## src/rtl/seg_dac_pkg.sv

```systemverilog
package seg_dac_pkg;
    localparam int unsigned DEF_WORD_W   = 16;
    localparam int unsigned DEF_SEG_BITS = 4;
    localparam int unsigned DEF_RES      = 16;
    localparam int unsigned DEF_SYNC     = 2;

    // number of low binary controls forced to zero for a given resolution
    function automatic int unsigned pad_bits(input int unsigned word_w, input int unsigned res);
        return (res >= word_w) ? 0 : word_w - res;
    endfunction
endpackage

```

## src/rtl/seg_dac_sync.sv

```systemverilog
module seg_dac_sync #(
    parameter int unsigned W      = 3,
    parameter int unsigned STAGES = 2,
    parameter logic [W-1:0] RST_VAL = '0
) (
    input  logic         clk,
    input  logic         rst_n,
    input  logic [W-1:0] din,
    output logic [W-1:0] dout
);
    logic [STAGES-1:0][W-1:0] chain_d, chain_q;

    always_comb begin
        chain_d[0] = din;
        for (int s = 1; s < STAGES; s++) begin
            chain_d[s] = chain_q[s-1];
        end
    end

    always_ff @(posedge clk or negedge rst_n) begin
        if (!rst_n) begin
            chain_q <= {STAGES{RST_VAL}};
        end else begin
            chain_q <= chain_d;
        end
    end

    assign dout = chain_q[STAGES-1];
endmodule

```

## src/rtl/seg_dac_shifter.sv

```systemverilog
module seg_dac_shifter #(
    parameter int unsigned WORD_W = 16
) (
    input  logic              clk,
    input  logic              rst_n,
    input  logic              ld_n_s,
    input  logic              sck_s,
    input  logic              sdi_s,
    output logic              load,
    output logic [WORD_W-1:0] word
);
    localparam int unsigned CNT_W = $clog2(WORD_W + 2);
    localparam logic [CNT_W-1:0] CNT_FULL = CNT_W'(WORD_W);
    localparam logic [CNT_W-1:0] CNT_OVER = CNT_W'(WORD_W + 1);

    typedef struct packed {
        logic [WORD_W-1:0] shift;
        logic [WORD_W-1:0] word;
        logic [CNT_W-1:0]  cnt;
        logic              sck_prev;
        logic              ld_prev;
        logic              load;
    } shf_t;

    shf_t st_d, st_q;
    logic sck_rise, ld_rise, ld_fall;

    always_comb begin
        st_d      = st_q;
        st_d.load = 1'b0;
        sck_rise  = sck_s & ~st_q.sck_prev;
        ld_rise   = ld_n_s & ~st_q.ld_prev;
        ld_fall   = ~ld_n_s & st_q.ld_prev;
        st_d.sck_prev = sck_s;
        st_d.ld_prev  = ld_n_s;
        if (ld_fall) begin
            st_d.cnt = '0;
        end else if (!ld_n_s && sck_rise) begin
            st_d.shift = {st_q.shift[WORD_W-2:0], sdi_s};
            if (st_q.cnt != CNT_OVER) begin
                st_d.cnt = st_q.cnt + CNT_W'(1);
            end
        end
        if (ld_rise && st_q.cnt == CNT_FULL) begin
            st_d.load = 1'b1;
            st_d.word = st_q.shift;
        end
    end

    always_ff @(posedge clk or negedge rst_n) begin
        if (!rst_n) begin
            st_q          <= '0;
            st_q.ld_prev  <= 1'b1;
        end else begin
            st_q <= st_d;
        end
    end

    assign load = st_q.load;
    assign word = st_q.word;
endmodule

```

## src/rtl/seg_dac_decode.sv

```systemverilog
module seg_dac_decode #(
    parameter int unsigned WORD_W   = 16,
    parameter int unsigned SEG_BITS = 4,
    parameter int unsigned RES      = 16
) (
    input  logic [WORD_W-1:0]               code,
    output logic [(2**SEG_BITS)-2:0]        seg,
    output logic [WORD_W-SEG_BITS-1:0]      bin
);
    localparam int unsigned SEG_N = (2**SEG_BITS) - 1;
    localparam int unsigned BIN_W = WORD_W - SEG_BITS;
    localparam int unsigned PAD   = seg_dac_pkg::pad_bits(WORD_W, RES);

    logic [SEG_BITS-1:0] msb;
    logic [BIN_W-1:0]    keep;

    assign msb = code[WORD_W-1:BIN_W];

    for (genvar k = 0; k < SEG_N; k++) begin : g_seg
        localparam logic [SEG_BITS-1:0] KV = SEG_BITS'(k);
        assign seg[k] = (msb > KV);
    end

    for (genvar i = 0; i < BIN_W; i++) begin : g_mask
        if (i < PAD) begin : g_off
            assign keep[i] = 1'b0;
        end else begin : g_on
            assign keep[i] = 1'b1;
        end
    end

    assign bin = code[BIN_W-1:0] & keep;
endmodule

```

## src/rtl/seg_dac_frontend.sv

```systemverilog
module seg_dac_frontend #(
    parameter int unsigned WORD_W   = seg_dac_pkg::DEF_WORD_W,
    parameter int unsigned SEG_BITS = seg_dac_pkg::DEF_SEG_BITS,
    parameter int unsigned RES      = seg_dac_pkg::DEF_RES,
    parameter int unsigned SYNC     = seg_dac_pkg::DEF_SYNC
) (
    input  logic                           clk,
    input  logic                           rst_n,
    input  logic                           clr_n,
    input  logic                           ld_n,
    input  logic                           sck,
    input  logic                           sdi,
    output logic [(2**SEG_BITS)-2:0]       seg_on,
    output logic [WORD_W-SEG_BITS-1:0]     bin_on
);
    logic [2:0]        pins_s;
    logic              frame_load;
    logic [WORD_W-1:0] frame_word;
    logic [WORD_W-1:0] code_d, code_q;
    logic              arst_n;

    seg_dac_sync #(
        .W       (3),
        .STAGES  (SYNC),
        .RST_VAL (3'b100)
    ) u_sync (
        .clk   (clk),
        .rst_n (rst_n),
        .din   ({ld_n, sck, sdi}),
        .dout  (pins_s)
    );

    seg_dac_shifter #(
        .WORD_W (WORD_W)
    ) u_shf (
        .clk    (clk),
        .rst_n  (rst_n),
        .ld_n_s (pins_s[2]),
        .sck_s  (pins_s[1]),
        .sdi_s  (pins_s[0]),
        .load   (frame_load),
        .word   (frame_word)
    );

    // clear and power-on reset share the latch's asynchronous reset
    assign arst_n = rst_n & clr_n;

    always_comb begin
        code_d = code_q;
        if (frame_load) begin
            code_d = frame_word;
        end
    end

    always_ff @(posedge clk or negedge arst_n) begin
        if (!arst_n) begin
            code_q <= '0;
        end else begin
            code_q <= code_d;
        end
    end

    seg_dac_decode #(
        .WORD_W   (WORD_W),
        .SEG_BITS (SEG_BITS),
        .RES      (RES)
    ) u_dec (
        .code (code_q),
        .seg  (seg_on),
        .bin  (bin_on)
    );
endmodule

```

## config.mk

```make
export PLATFORM = sky130hd
export DESIGN_NAME = seg_dac_frontend
export DESIGN_NICKNAME = d
export VERILOG_FILES = /design/src/rtl/seg_dac_pkg.sv /design/src/rtl/seg_dac_sync.sv /design/src/rtl/seg_dac_shifter.sv /design/src/rtl/seg_dac_decode.sv /design/src/rtl/seg_dac_frontend.sv
export SDC_FILE = /design/constraint.sdc
export NUM_CORES = 1
export LEC_CHECK = 0
export BUFFER_PORTS_ARGS = -buffer_cell sky130_fd_sc_hd__buf_2
export CORE_ASPECT_RATIO = 0.5
export CORE_UTILIZATION = 40
export CTS_CLUSTER_DIAMETER = 40
export DETAILED_ROUTE_END_ITERATION = 8
export PLACE_DENSITY = 0.61
export REMOVE_ABC_BUFFERS = 1
export SYNTH_ARGS = -nofsm -noshare
export SYNTH_HDL_FRONTEND = slang
export SYNTH_SLANG_ARGS = --single-unit
```

## constraint.sdc

```tcl
create_clock -name clk -period 1.9 [get_ports clk]
set_input_delay 0.38 -clock clk [delete_from_list [all_inputs] [get_ports clk]]
set_output_delay 0.38 -clock clk [all_outputs]
set_load 0.005 [all_outputs]
```

==> flow_summary_export.csv <==
group,metric,value,unit
critical_path,worstSetupEndpointType,"flip-flop",
detailed_routing,drc,0,
critical_path,crit_buf_inv,0,
critical_path,path_depth,3,
die,num_rows,20,
synth,ys_seq_area_share,60.5,%
cells_and_area,fillCellCount,519,
detailed_routing,vias,1403,
sta,tightest_slew,561,ps
synth,synth_edf_count,0,
sta,clock_skew,5.41,ps
critical_path,r2r.worst_path.cells,3,
sta,fin_tns_setup,0,ps
critical_path,required,2100,ps
critical_path,crit_type,"flip-flop to flip-flop",
clock_network,cts_tree,"yes",
die,io_pins,33,
clock_network,postCtsSetupRepairBufs,0,
sta,rsz0062_at_grt,"no",
synth,synth.distinct_cells,33,
placement,globalplace.congestion,0.740,
cells_and_area,fin_cells,300,
sta,setup-violations-final,0,
synth,async_reset_ff_share,100,%
power_and_ir_drop,leakage,0.00162,uW
placement,portBuffers,32,
sta,period_share,90.8,%
synth,synth_area_leaders,"dfrtp_1 (57%), mux2_2 (21%), buf_4 (3.5%), dfstp_2 (3.1%), ha_1 (1.5%)",
cells_and_area,drive_gt1_share,48.6,%
detailed_routing,drt-pass1-iter-count,4,
detailed_routing,viasPerCell,4.68,
power_and_ir_drop,powerDensity,1040,nW/um2
synth,synth.top_cell.area_share,57.4,%
cells_and_area,antennaDiodeCount,0,
detailed_routing,wl_per_cell,13.3,um
critical_path,start_kind,"flip-flop",
critical_path,r2r_slack,170,ps
die,die_x,115,um
clock_network,clk_latency,320,ps
synth,syn_inst,182,
detailed_routing,wl,4000,um
clock_network,cts.sink_count,62,
synth,syn_avg_cell_area,14.1,um2
cells_and_area,final_core_util,49.5,%
sta,fin_crit,1730,ps
sta,final_hold_viol_count,0,
critical_path,r2r-start,"u_sync.dout[2]",
run,drv_cap,0,
synth,synth_warnings,0,
placement,placed_cells,284,
detailed_routing,antenna_left,0,
cells_and_area,area_growth,18.1,%
die,initial_core_util,41.9,%
critical_path,cp_slowest_stage_delay,520,ps
grt,grt-ovfl-total,0,
critical_path,critPathMaxFanout,16,
critical_path,cp_cell_sequence,"or3b_1 -> nor2_8 -> mux2_2",
placement,dp_slack,97.3,ps
clock_network,cts_buffer_depth,2,
die,core,6130,um2
power_and_ir_drop,ir_drop,0.000374,V
detailed_routing,drt_iter0_drc,33,
placement,dp_hpwl,2590,um
critical_path,critPathArrivalTime,1930,ps
sta,fmax,579,MHz
critical_path,critPathSlowestCell,"or3b_1",
sta,setup_ws,174,ps
critical_path,reg2reg_to,"u_shf.st_q[26]",
grt,grt_max_degree,47,
sta,slew_headroom,62.6,%
grt,first_global_vias,1414,
die,die-area,6770,um2
grt,grt_usage,13.8,%
grt,grt_pass1_wl,6850,um
sta,holdWs,16.1,ps
cells_and_area,final_net_count,216,
die,die_y,58.7,um
critical_path,critPathTopFamily,"simple AND/OR/NAND/NOR gates",
grt,antenna_found_initial,0,
run_status,outcome,"complete, no violations",
clock_network,clk_pin_slew,50,ps
clock_network,htree_num_levels,3,
clock_network,cts-root-buf,"clkbuf_16",
synth,synth_ff_type,"dfrtp_1",
sta,maxSlewViolCount,0,
synth,syn_area,2570,um2
synth,yosysTopAreaCell,"dfrtp_1",
synth,ys_ff_latch,62,
clock_network,numCtsBuffers,9,
min_path,hp-class,"input pin to asynchronous set/reset pin",
## report_power, final
part	leakage, uW	switching [uW]	internal (uW)
Sequential	0.000835	41.1	1380
Clock	0.000146	537	1080
Combinational	0.000635	53.1	49.9
## cell type report
type | instances | area [um2] | share of cell area [%]
multi-input cells | 94 | 866 | 28.5
well taps | 88 | 110 | 3.63
inverters | 5 | 18.8 | 0.618
clock buffers | 13 | 260 | 8.57
clock inverters | 3 | 42.5 | 1.40
repair buffers | 35 | 183 | 6.02
flip-flops and latches | 62 | 1560 | 51.2
## how the worst max path moves through the flow
stage / start / to
floorplan: u_sync.dout[2] / u_shf.st_q[25]
global placement: u_shf.st_q[5] / u_shf.word[6]
detailed placement: u_shf.st_q[5] / u_shf.word[6]
CTS: u_shf.st_q[5] / u_shf.word[4]
global route: u_sync.dout[2] / u_shf.st_q[26]
finish: u_sync.dout[2] / u_shf.st_q[26]
## synth_stat cells (2+ instances only)
cell type  count
buf_6          2
a21oi_1        4
o21ai_0        4
ha_1           3
nor2_1         4
dfstp_2        3
or3_1          5
mux2_2        47
clkbuf_1       5
inv_1          5
buf_4         12
o21a_1         2
nand2b_1       2
nand2_1        7
dfrtp_1       59
## worst register-to-register path: cells and delay by family, from the launching register on
family           cells  cell delay [ps]
and+or+nand+nor      2              830
muxes                1              380
DFF                  1              400
## state kept, by name, summed over array words and instances, names as in the netlist
signal,count
u_sync.dout,3
u_shf.load,1
u_shf.st_q,23
code_q,16
u_shf.word,16
u_sync.chain_d,3
## cells in the final DEF, fill, tap and decap left out, types with 2 or more instances in the layout
cell type / n
dfrtp_1: 59
mux2_2: 47
buf_2: 32
clkbuf_16: 9
nand2_1: 7
inv_1: 5
or3_1: 5
o21ai_0: 4
nor2_1: 4
a21oi_1: 4
ha_1: 3
buf_4: 3
dfstp_2: 3
nand2b_1: 2
o21a_1: 2
clkbuf_1: 2
clkbuf_8: 2
## metrics by stage
stage	total power [uW]	instance area, um2
floorplan	1490	2430
global placement	1540	2720
detailed placement	1550	2720
CTS	3190	3030
global route	3270	3040
finish	3140	3040
## cells by family after synthesis
| kind of cell | after synthesis | synth area share [%] |
|---|---|---|
| adders and majority gates | 3 | 1.46 |
| and+or+nand+nor | 28 | 7.15 |
| AOI/OAI and AO/OA | 15 | 3.70 |
| DFF | 62 | 60.5 |
| muxes | 48 | 21.0 |
| buffers and inverters | 26 | 6.18 |
## timing repair
action / 4_1_cts / 5_1_grt
hold buffers: 0 / 0
setup endpoints to repair: 0 / 16
resized for setup: 0 / 1
## layer usage
metal | track usage, % | vias to the layer above | wire, um
li1 | - | 670 | -
met2 | 22.2 | 28 | 1900
met1 | 16.8 | 701 | 1940
met4 | 5.01 | 0 | 32
met3 | 5.87 | 4 | 130
met5 | 0 | - | 0
Note: power is estimated with default switching activity, not from simulation.
